`src/rtl/ims_pkg.sv`:
```
package ims_pkg;
    typedef enum logic [2:0] {
        ST_IDLE,
        ST_V4,
        ST_H4,
        ST_NORM,
        ST_BEST,
        ST_SLICE,
        ST_VNEXT,
        ST_WAIT
    } ims_state_e;

    localparam logic [1:0] CAT_NONE = 2'd0;
    localparam logic [1:0] CAT_L4   = 2'd1;
    localparam logic [1:0] CAT_L16  = 2'd2;
    localparam logic [1:0] CAT_BEST = 2'd3;

    localparam int N_BLK   = 16;
    localparam int N_MODE16 = 4;
    localparam int LAST_MODE4 = 8;
endpackage

```
`src/rtl/ims_blk_pos.sv`:
```
module ims_blk_pos (
    input  logic [3:0] idx_i,
    output logic [1:0] x_o,
    output logic [1:0] y_o
);
    // Zig-zag index bits interleave column and row bits.
    assign x_o = {idx_i[2], idx_i[0]};
    assign y_o = {idx_i[3], idx_i[1]};
endmodule

```
`src/rtl/ims_cost_guard.sv`:
```
module ims_cost_guard #(
    parameter int COST_W = 13,
    parameter int ACC_W  = 17
) (
    input  logic              clk_i,
    input  logic              rst_ni,
    input  logic              clear_i,
    input  logic              en_i,
    input  logic              cost_valid_i,
    input  logic [COST_W-1:0] cost_i,
    input  logic [COST_W-1:0] limit_i,
    output logic              over_o
);
    localparam logic [ACC_W-1:0] ACC_MAX = '1;

    logic [ACC_W-1:0] acc_d, acc_q;
    logic [ACC_W:0]   sum;
    logic [ACC_W-1:0] sum_sat;

    always_comb begin
        sum     = {1'b0, acc_q} + (ACC_W+1)'(cost_i);
        sum_sat = sum[ACC_W] ? ACC_MAX : sum[ACC_W-1:0];
        over_o  = en_i && cost_valid_i && (sum_sat > ACC_W'(limit_i));
        acc_d   = acc_q;
        if (clear_i) begin
            acc_d = '0;
        end else if (en_i && cost_valid_i) begin
            acc_d = sum_sat;
        end
    end

    always_ff @(posedge clk_i or negedge rst_ni) begin
        if (!rst_ni) acc_q <= '0;
        else         acc_q <= acc_d;
    end
endmodule

```
`src/rtl/ims_dc_store.sv`:
```
module ims_dc_store #(
    parameter int DC_W = 12
) (
    input  logic            clk_i,
    input  logic            rst_ni,
    input  logic            wr_i,
    input  logic [1:0]      wr_mode_i,
    input  logic [3:0]      wr_blk_i,
    input  logic [DC_W-1:0] wr_data_i,
    input  logic [1:0]      rd_mode_i,
    input  logic [3:0]      rd_blk_i,
    output logic [DC_W-1:0] rd_data_o
);
    localparam int DEPTH = ims_pkg::N_MODE16 * ims_pkg::N_BLK;

    logic [DC_W-1:0] mem_d [DEPTH];
    logic [DC_W-1:0] mem_q [DEPTH];

    always_comb begin
        for (int i = 0; i < DEPTH; i++) mem_d[i] = mem_q[i];
        if (wr_i) mem_d[{wr_mode_i, wr_blk_i}] = wr_data_i;
    end

    always_ff @(posedge clk_i or negedge rst_ni) begin
        if (!rst_ni) begin
            for (int i = 0; i < DEPTH; i++) mem_q[i] <= '0;
        end else begin
            for (int i = 0; i < DEPTH; i++) mem_q[i] <= mem_d[i];
        end
    end

    assign rd_data_o = mem_q[{rd_mode_i, rd_blk_i}];
endmodule

```
`src/rtl/intra_mode_sched.sv`:
```
module intra_mode_sched #(
    parameter int COST_W   = 13,
    parameter int ACC_W    = 17,
    parameter int DC_W     = 12,
    parameter int MODE_CYC = 4,
    parameter int BEST_CYC = 4
) (
    input  logic              clk_i,
    input  logic              rst_ni,
    input  logic              start_i,
    input  logic [COST_W-1:0] best_inter_i,
    input  logic              cost_valid_i,
    input  logic [COST_W-1:0] cost_i,
    input  logic              recon_done_i,
    input  logic              dc_valid_i,
    input  logic [DC_W-1:0]   dc_i,
    input  logic [1:0]        dc_rd_mode_i,
    input  logic [3:0]        dc_rd_blk_i,
    output logic              issue_valid_o,
    output logic [1:0]        cat_o,
    output logic [3:0]        mode_o,
    output logic [3:0]        blk_o,
    output logic [1:0]        blk_x_o,
    output logic [1:0]        blk_y_o,
    output logic [DC_W-1:0]   dc_rd_o,
    output logic              skip_o,
    output logic              done_o
);
    import ims_pkg::*;

    localparam int SLOT_MAX = (MODE_CYC > BEST_CYC) ? MODE_CYC : BEST_CYC;
    localparam int CNT_W    = $clog2(SLOT_MAX + 1);
    localparam logic [3:0] BLK_LAST = 4'(N_BLK - 1);

    typedef struct packed {
        ims_state_e        state;
        logic [CNT_W-1:0]  cnt;
        logic [3:0]        mode;
        logic [3:0]        blk;
        logic              seen;
        logic              skip;
        logic              done;
        logic [COST_W-1:0] limit;
    } ims_regs_t;

    ims_regs_t r_d, r_q;

    logic start_ok, busy, over, slot_last;

    assign busy     = (r_q.state != ST_IDLE);
    assign start_ok = start_i && !busy;

    always_comb begin
        if (r_q.state == ST_BEST) slot_last = (r_q.cnt == CNT_W'(BEST_CYC - 1));
        else                      slot_last = (r_q.cnt == CNT_W'(MODE_CYC - 1));
    end

    ims_cost_guard #(
        .COST_W(COST_W),
        .ACC_W (ACC_W)
    ) i_cost_guard (
        .clk_i       (clk_i),
        .rst_ni      (rst_ni),
        .clear_i     (start_ok),
        .en_i        (busy),
        .cost_valid_i(cost_valid_i),
        .cost_i      (cost_i),
        .limit_i     (r_q.limit),
        .over_o      (over)
    );

    always_comb begin
        r_d      = r_q;
        r_d.done = 1'b0;
        if (busy) r_d.cnt = slot_last ? '0 : r_q.cnt + 1'b1;

        unique case (r_q.state)
            ST_IDLE: begin
                if (start_i) begin
                    r_d.state = ST_V4;
                    r_d.cnt   = '0;
                    r_d.mode  = 4'd0;
                    r_d.blk   = 4'd0;
                    r_d.seen  = 1'b0;
                    r_d.skip  = 1'b0;
                    r_d.limit = best_inter_i;
                end
            end
            ST_V4: begin
                if (slot_last) begin
                    r_d.state = ST_H4;
                    r_d.mode  = 4'd1;
                end
            end
            ST_H4: begin
                if (slot_last) begin
                    r_d.state = ST_NORM;
                    r_d.mode  = 4'd2;
                end
            end
            ST_NORM: begin
                if (slot_last) begin
                    if (r_q.mode == 4'(LAST_MODE4)) begin
                        r_d.state = ST_BEST;
                        r_d.mode  = 4'd0;
                        r_d.seen  = 1'b0;
                    end else begin
                        r_d.mode = r_q.mode + 4'd1;
                    end
                end
            end
            ST_BEST: begin
                if (slot_last) begin
                    r_d.state = ST_SLICE;
                    r_d.mode  = 4'd0;
                end
            end
            ST_SLICE: begin
                r_d.seen = r_q.seen | recon_done_i;
                if (slot_last) begin
                    if (r_q.mode == 4'(N_MODE16 - 1)) begin
                        r_d.mode  = 4'd0;
                        r_d.state = (r_q.blk == BLK_LAST) ? ST_WAIT : ST_VNEXT;
                    end else begin
                        r_d.mode = r_q.mode + 4'd1;
                    end
                end
            end
            ST_VNEXT: begin
                r_d.seen = r_q.seen | recon_done_i;
                if (slot_last) r_d.state = ST_WAIT;
            end
            ST_WAIT: begin
                r_d.cnt = '0;
                if (r_q.seen || recon_done_i) begin
                    r_d.seen = 1'b0;
                    if (r_q.blk == BLK_LAST) begin
                        r_d.state = ST_IDLE;
                        r_d.done  = 1'b1;
                    end else begin
                        r_d.state = ST_H4;
                        r_d.blk   = r_q.blk + 4'd1;
                        r_d.mode  = 4'd1;
                    end
                end
            end
            default: r_d.state = ST_IDLE;
        endcase

        if (over) begin
            r_d.state = ST_IDLE;
            r_d.cnt   = '0;
            r_d.skip  = 1'b1;
            r_d.done  = 1'b1;
        end
    end

    always_ff @(posedge clk_i or negedge rst_ni) begin
        if (!rst_ni) begin
            r_q <= '{state: ST_IDLE, cnt: '0, mode: '0, blk: '0,
                     seen: 1'b0, skip: 1'b0, done: 1'b0, limit: '0};
        end else begin
            r_q <= r_d;
        end
    end

    always_comb begin
        unique case (r_q.state)
            ST_V4, ST_H4, ST_NORM, ST_VNEXT: cat_o = CAT_L4;
            ST_BEST:                         cat_o = CAT_BEST;
            ST_SLICE:                        cat_o = CAT_L16;
            default:                         cat_o = CAT_NONE;
        endcase
    end

    assign issue_valid_o = (cat_o != CAT_NONE);
    assign mode_o        = r_q.mode;
    assign blk_o         = (r_q.state == ST_VNEXT) ? r_q.blk + 4'd1 : r_q.blk;
    assign skip_o        = r_q.skip;
    assign done_o        = r_q.done;

    ims_blk_pos i_blk_pos (
        .idx_i(blk_o),
        .x_o  (blk_x_o),
        .y_o  (blk_y_o)
    );

    ims_dc_store #(
        .DC_W(DC_W)
    ) i_dc_store (
        .clk_i    (clk_i),
        .rst_ni   (rst_ni),
        .wr_i     (dc_valid_i && (cat_o == CAT_L16)),
        .wr_mode_i(mode_o[1:0]),
        .wr_blk_i (blk_o),
        .wr_data_i(dc_i),
        .rd_mode_i(dc_rd_mode_i),
        .rd_blk_i (dc_rd_blk_i),
        .rd_data_o(dc_rd_o)
    );
endmodule

```
`config.mk`:
```
export PLATFORM = sky130hd
export DESIGN_NAME = intra_mode_sched
export DESIGN_NICKNAME = d
export VERILOG_FILES = /design/src/rtl/ims_pkg.sv /design/src/rtl/ims_blk_pos.sv /design/src/rtl/ims_cost_guard.sv /design/src/rtl/ims_dc_store.sv /design/src/rtl/intra_mode_sched.sv
export SDC_FILE = /design/constraint.sdc
export NUM_CORES = 1
export LEC_CHECK = 0
export BUFFER_PORTS_ARGS = -buffer_cell sky130_fd_sc_hd__buf_2
export CAP_MARGIN = 25
export CELL_PAD_IN_SITES_DETAIL_PLACEMENT = 0
export CELL_PAD_IN_SITES_GLOBAL_PLACEMENT = 1
export CORE_ASPECT_RATIO = 0.6
export CORE_MARGIN = 1.5
export CORE_UTILIZATION = 40
export CTS_CLUSTER_SIZE = 25
export DETAILED_ROUTE_END_ITERATION = 6
export GPL_ROUTABILITY_DRIVEN = 0
export HOLD_SLACK_MARGIN = 0.15
export PLACE_DENSITY = 0.68
export SLEW_MARGIN = 25
export SYNTH_ARGS = -nofsm -noshare
export SYNTH_HDL_FRONTEND = slang
export SYNTH_SLANG_ARGS = --single-unit
```
`constraint.sdc`:
```
create_clock -name clk_i -period 9.05 [get_ports clk_i]
set_input_delay 0.4525 -clock clk_i [delete_from_list [all_inputs] [get_ports clk_i]]
set_output_delay 0.4525 -clock clk_i [all_outputs]
set_load 0.1 [all_outputs]
```
### After elaboration in Yosys (flattened, before gate mapping)

Index checks and enable logic that the tools add are counted.

* add/sub/neg operators: 4
* $mul: 0
* div/mod/pow operators: 0
* order comparisons: 4
* eq/ne operators: 31
* shift operators: 0
* muxes and demuxes: 47
* bitwise logic cells: 3
* reduce and logical (&&, ||, !) cells: 24

Operators with widths (number)
* bitwise mux 768 bit: 1
* binary-select mux 12 bit (select 6 bit): 1
* demux 12 bit (select 6 bit): 1
* 2-to-1 mux 17 bit: 3
* 2-to-1 mux 12 bit: 3
* 2-to-1 mux 3 bit: 11
* 2-to-1 mux 4 bit: 8
* inequality test 3 x 2 -> 1 bit (second input constant): 10
* case mux 4 bit (7 select lines): 1
* case mux 3 bit (8 select lines): 1
* adder 17 x 13 -> 18 bit: 1
* inequality test 2 bit (second input constant): 9
* > comparator 17 x 13 -> 1 bit: 1
* 2-to-1 mux 16 bit: 1
* greater-or-equal comparator 7 bit (second input constant): 2
* inverter 6 -> 7 bit: 2
* equality test 3 bit (second input constant): 4
* AND reduction 10 bit: 1
* nonzero test 2 bit: 5
* equality test 3 x 2 -> 1 bit (second input constant): 3
* 2-to-1 mux 9 bit: 1
* AND reduction 9 bit: 1
* adder 4 x 1 -> 4 bit (second input constant): 2
* equality test 4 bit (second input constant): 2
* 26 further kinds: 38

* flip-flop bits (word level): 815
* bits in latches: 0
* RAM bits: 0
* bits in read-only memories: 0
* input port bits: 50
* memories: 0

### Logic depth before layout (Yosys ltp)

* depth in word-level cells: 8
* mapped depth: 17

### Cells and area by module

A second synthesis with hierarchy kept.

* cells, all modules: 2637
* area total of the unflattened synthesis: 38742.2 µm²

Modules (own cells, without submodules)
* ims_dc_store: times used 1, cells each 2233, area an instance 35058.6 µm², sequential area each 19218.4 µm²
* ims_cost_guard: times used 1, cells each 236, area an instance 1931.9 µm², sequential area each 425.4 µm²
* intra_mode_sched: times used 1, cells each 164, area an instance 1721.7 µm², sequential area each 750.7 µm²
* ims_blk_pos: times used 1, cells each 4, area an instance 30.0 µm², sequential area each 0.0 µm²

### Worst setup path after synthesis

Ideal clock, no wire load.

* path kind: flip-flop to flip-flop
* start: register r_q[27] (netlist name)
* end: register i_dc_store.mem_q[312] (netlist name)
* library setup time: 125 ps
* arrival time: 4059 ps
* slack: 4866 ps
* cell stages (with the launch flop): 8
* path buffers: 2
* path through: dfrtp_1 buf_2 nand3b_1 xnor2_1 nand3_1 nor2_1 buf_2 mux2_2

* longest elaborated chain between the ends: 8
* elaborated cells on any way between the ends: 18
* classes of those cells: order compare (2); eq/ne (7); mux (5); bitwise (1); reduce/logical (3)

Ends and longest elaborated chain
* from (decl): line intra_mode_sched.sv:46 `ims_regs_t r_d, r_q;`
* from (signal assigned): line intra_mode_sched.sv:160 `r_q <= '{state: ST_IDLE, cnt: '0, mode: '0, blk: '0,`
* from (signal assigned): line intra_mode_sched.sv:163 `r_q <= r_d;`
* equality test 3 bit *: line intra_mode_sched.sv:178 `assign blk_o = (r_q.state == ST_VNEXT) ? r_q.blk + 4'd1 : r_q.blk;`
* 2-to-1 mux 4 bit *: line intra_mode_sched.sv:178
* via blk_o[0]: line intra_mode_sched.sv:22 `output logic [3:0] blk_o,`
* inverter 6 -> 7 bit (implied by the code) *: line ims_dc_store.sv:21 `if (wr_i) mem_d[{wr_mode_i, wr_blk_i}] = wr_data_i;`
* greater-or-equal comparator 7 bit (implied by the code) or less-than comparator 7 x 1 -> 1 bit (tied branches): line ims_dc_store.sv:21
* logical AND 1 bit (implied by the code): line ims_dc_store.sv:21
* 2-to-1 mux 12 bit (implied by the code): line ims_dc_store.sv:21
* demux 12 bit (select 6 bit) *: line ims_dc_store.sv:21
* bitwise mux 768 bit *: line ims_dc_store.sv:21
* to (decl): line ims_dc_store.sv:17 `logic [DC_W-1:0] mem_q [DEPTH];`

Mark *: on every way through the listed nets, which the timed path passes. The rest lies on a longest branch.
A chain may end at the register's enable or synchronous reset.

### Worst setup path in the final report

* start: register i_cost_guard.acc_q[6]
* end: register r_q, in the netlist skip_o

* longest elaborated chain between the ends: 6
* elaborated cells on any way between the ends: 8
* classes of those cells: add/sub (1); order compare (1); mux (2); reduce/logical (4)

Ends and longest elaborated chain
* from (decl): line ims_cost_guard.sv:16 `logic [ACC_W-1:0] acc_d, acc_q;`
* from (signal assigned): line ims_cost_guard.sv:33 `if (!rst_ni) acc_q <= '0;`
* from (signal assigned): line ims_cost_guard.sv:34 `else acc_q <= acc_d;`
* adder 17 x 13 -> 18 bit *: line ims_cost_guard.sv:21 `sum = {1'b0, acc_q} + (ACC_W+1)'(cost_i);`
* 2-to-1 mux 17 bit *: line ims_cost_guard.sv:22 `sum_sat = sum[ACC_W] ? ACC_MAX : sum[ACC_W-1:0];`
* > comparator 17 x 13 -> 1 bit *: line ims_cost_guard.sv:23 `over_o = en_i && cost_valid_i && (sum_sat > ACC_W'(limit_i));`
* logical AND 1 bit *: line ims_cost_guard.sv:23
* nonzero test 2 bit (no source line)
* AND reduction 2 bit (no source line)

Every way passes the cells marked *; elsewhere a longest branch is shown, timed or not.

==> flow_summary.ini <==
[floorplanning]
num_io_pins = 79
start_util = 0.4052
die-width_um = 401.9
coreArea_um2 = 94270
std_cell_rows = 87
die-area_um2 = 97410
die_y_um = 242.4

[worst_setup_path]
end_kind = flip-flop
cp_slowest_cell = a211oi_1
crit_path_max_incr_delay_ps = 510
path_class = flip-flop to flip-flop
worstPathCellList = ha_1 > a21oi_1 > o21ai_0 > and3_1 > o31ai_1 > a21oi_2 > a21o_1 > ha_1 > a21o_1 > a21o_1 > a211oi_1 > o211ai_1 > a32oi_1 > o2111ai_2 > a22o_1
worst_path_most_repeated_cell = a21o_1
cp.arrival_ps = 5310
rr_startpoint = i_cost_guard.acc_q[6]
critPathRequiredTime_ps = 9610
cp-start-kind = flip-flop
critPathLaunch = i_cost_guard.acc_q[6]
cp_max_fo = 16

[yosys]
synthArstFlopShare = 1.000
ys_seq_elements = 815
synth_seq_area_share = 0.5340
synth_fp_nets = 2561
synth_top_area_frac = 0.5340
synthTopCellsByArea = dfrtp_1 53%, mux2_2 23%, mux4_2 15%
yosys_warnings = 0
synth_area_per_cell_um2 = 15.41
yosysTopAreaCell = dfrtp_1
syn_inst = 2478
synth_ff_type = dfrtp_1
synth_edf_count = 0
ys_types = 53
syn_area_um2 = 38190

[routing]
viasPerCell = 5.798
drt.antenna.violating_nets = 0
wl_mm = 100.8
drtIter0Drc = 1546
drc = 0
vias = 21970
wl_per_cell_um = 26.61
drt-pass1-iter-count = 5

[clocking]
post-cts-setup-buffers = 0
cts_tree = built
numCtsBuffers = 77
clkTransAtPathRegs_ps = 70
ctsResizeCount = 0
cts.sinks = 815
htreeDepth = 3
cts_root_buf = clkbuf_16
clkLatencyLatePin_ps = 670
cts_buffer_depth = 3

[global_routing]
grt_use_total = 0.2107
busiest_layer = met1
use_met2 = 0.2990
grt_use_met3 = 0.03327
use_met1 = 0.3309
grt_pass1_wl_mm = 154.3
antenna_found_initial = 9
grt_pass1_vias = 23130
grt_max_degree = 180
overflow = 0

[outcome]
status = completed

[power_and_ir_drop]
combinationalPowerShare = 0.155
seqPwrFrac = 0.450
switching_share = 0.2846
p_sw_mw = 2.462
ir_drop_uv = 124.0
finalPower_mw = 8.652
p_clk_frac = 0.395
powerDensity_nw_per_um2 = 203.2
p_leak_nw = 20.17
cellInternalPower_mw = 6.190

[sta]
worst_slew_pin_slew_ps = 1139
fin_crit_ps = 4749
finalSetupTns_ps = 0
hold_ws_ps = 262.6
rsz0062_at_grt = false
hold_viol_final = 0
worst_slack_ps = 4301
fin_crit_sh = 0.5248
max-slew-margin-rel = 0.2410
setup_viol = 0
drv_slew = 0
max_freq_mhz = 210.6
skew_ps = 16.79

[hold_path]
min-delay-start = cost_valid_i
hold_path_class = input port to flip-flop

[flow_run]
maxCapViolations = 0

[placement]
port_buffers = 78
placed_area_um2 = 39730
hpwl_mm = 62.69
place_ws_ps = 3959

[cells_and_area]
finalNetCount = 2568
syn2layout_area_growth_pct = 11.47
finalInstanceArea_um2 = 42570
layout-drive-gt1-share = 0.5201
final.fill_count = 8183
per-stage QoR:
stage               utilization  cells
floorplan                     -   2478
global placement         0.4213   3636
detailed placement       0.4214   3636
CTS                      0.4507   3785
global route             0.4516   3788
finish                   0.4516   3790
power by group through the flow:
stage                     clock (mW)  combinational, mW  sequential (mW)
after global placement             0               1.30             3.95
after global routing            3.65               1.47             3.91
after CTS                       3.49               1.34             3.89
final                           3.42               1.34             3.89
after detailed placement           0               1.33             3.96
after floorplan                    0              0.918             3.94
layout make-up:
cell class | count | area, um2 | area share
well taps | 1246 | 1559 | 0.03662
clock buffers | 112 | 2258 | 0.05305
diodes | 4 | 10.01 | 0.0002351
repair buffers | 153 | 1101 | 0.02586
inverters | 25 | 93.84 | 0.002204
flip-flops and latches | 815 | 20390 | 0.4790
multi-input cells | 1413 | 16800 | 0.3947
clock inverters | 22 | 354.1 | 0.008317
cells by family after synthesis:
logic type      count (synthesis)  share of synthesized area
simple gates                  221                    0.02660
buf+inv                       250                    0.02912
compound gates                120                    0.01966
xor+xnor                       14                   0.003211
flops                         815                     0.5340
mux                          1025                     0.3764
fa+ha+maj                      33                    0.01101
Yosys cell counts (all sizes together), types with 4 or more instances:
library cell,number
dfrtp,815
mux2,770
mux4,252
buf,116
clkbuf,109
nor2,87
nand2,63
o21ai,36
a21oi,35
ha,32
inv,25
a22o,12
nand2b,12
nor2b,9
xnor2,9
a21o,8
nand3,8
nor3,8
and3,6
nand4,5
o211ai,5
xor2,5
or2,4
state kept, by name (all words and copies together) (netlist names):
register	cells
done_o	1
i_cost_guard.acc_q	17
i_dc_store.mem_q	768
mode_o	4
r_q	24
skip_o	1
path summary, 6_finish.rpt:
path	endpoint	slack, ps	cells after the start
setup / recovery	skip_o	4300	15
hold / removal	i_cost_guard.acc_q[16]	260	3
setup reg to reg	skip_o	4300	15
hold reg to reg	r_q[0]	500	2
max in group asynchronous	i_dc_store.mem_q[511]	6430	5
min in group asynchronous	i_dc_store.mem_q[41]	350	2
per-layer routing:
layer,vias to the layer above,part of all wire
met1,12110,0.50
met4,0,0.024
met5,-,0
li1,9175,-
met3,141,0.049
met2,546,0.43
worst max-delay path, delay by kind of cell, from the launching register on:
family	cells	cell delay (ps)
and+or+nand+nor	1	260
AOI/OAI and AO/OA	12	3280
adders and majority gates	2	670
DFF	1	410
placed cells by master, fill, tap and decap left out, types with 9 or more instances in the layout:
cell,count
o21ai_0,36
ha_1,32
clkbuf_8,21
xnor2_1,9
dlygate4sd3_1,15
nor2b_1,9
nand2_1,63
inv_1,25
mux4_2,252
mux2_2,770
clkbuf_16,77
nor2_1,54
clkbuf_1,15
buf_2,73
a21oi_1,34
buf_4,53
nand2b_1,12
nor2_2,27
dfrtp_1,815
a22o_1,12
what timing repair did:
action | in CTS | in global routing
hold endpoints to repair | 105 | 0
setup endpoints to repair | 0 | 0
hold buffers | 15 | 0
No activity file was read; power rests on OpenSTA's default activity.
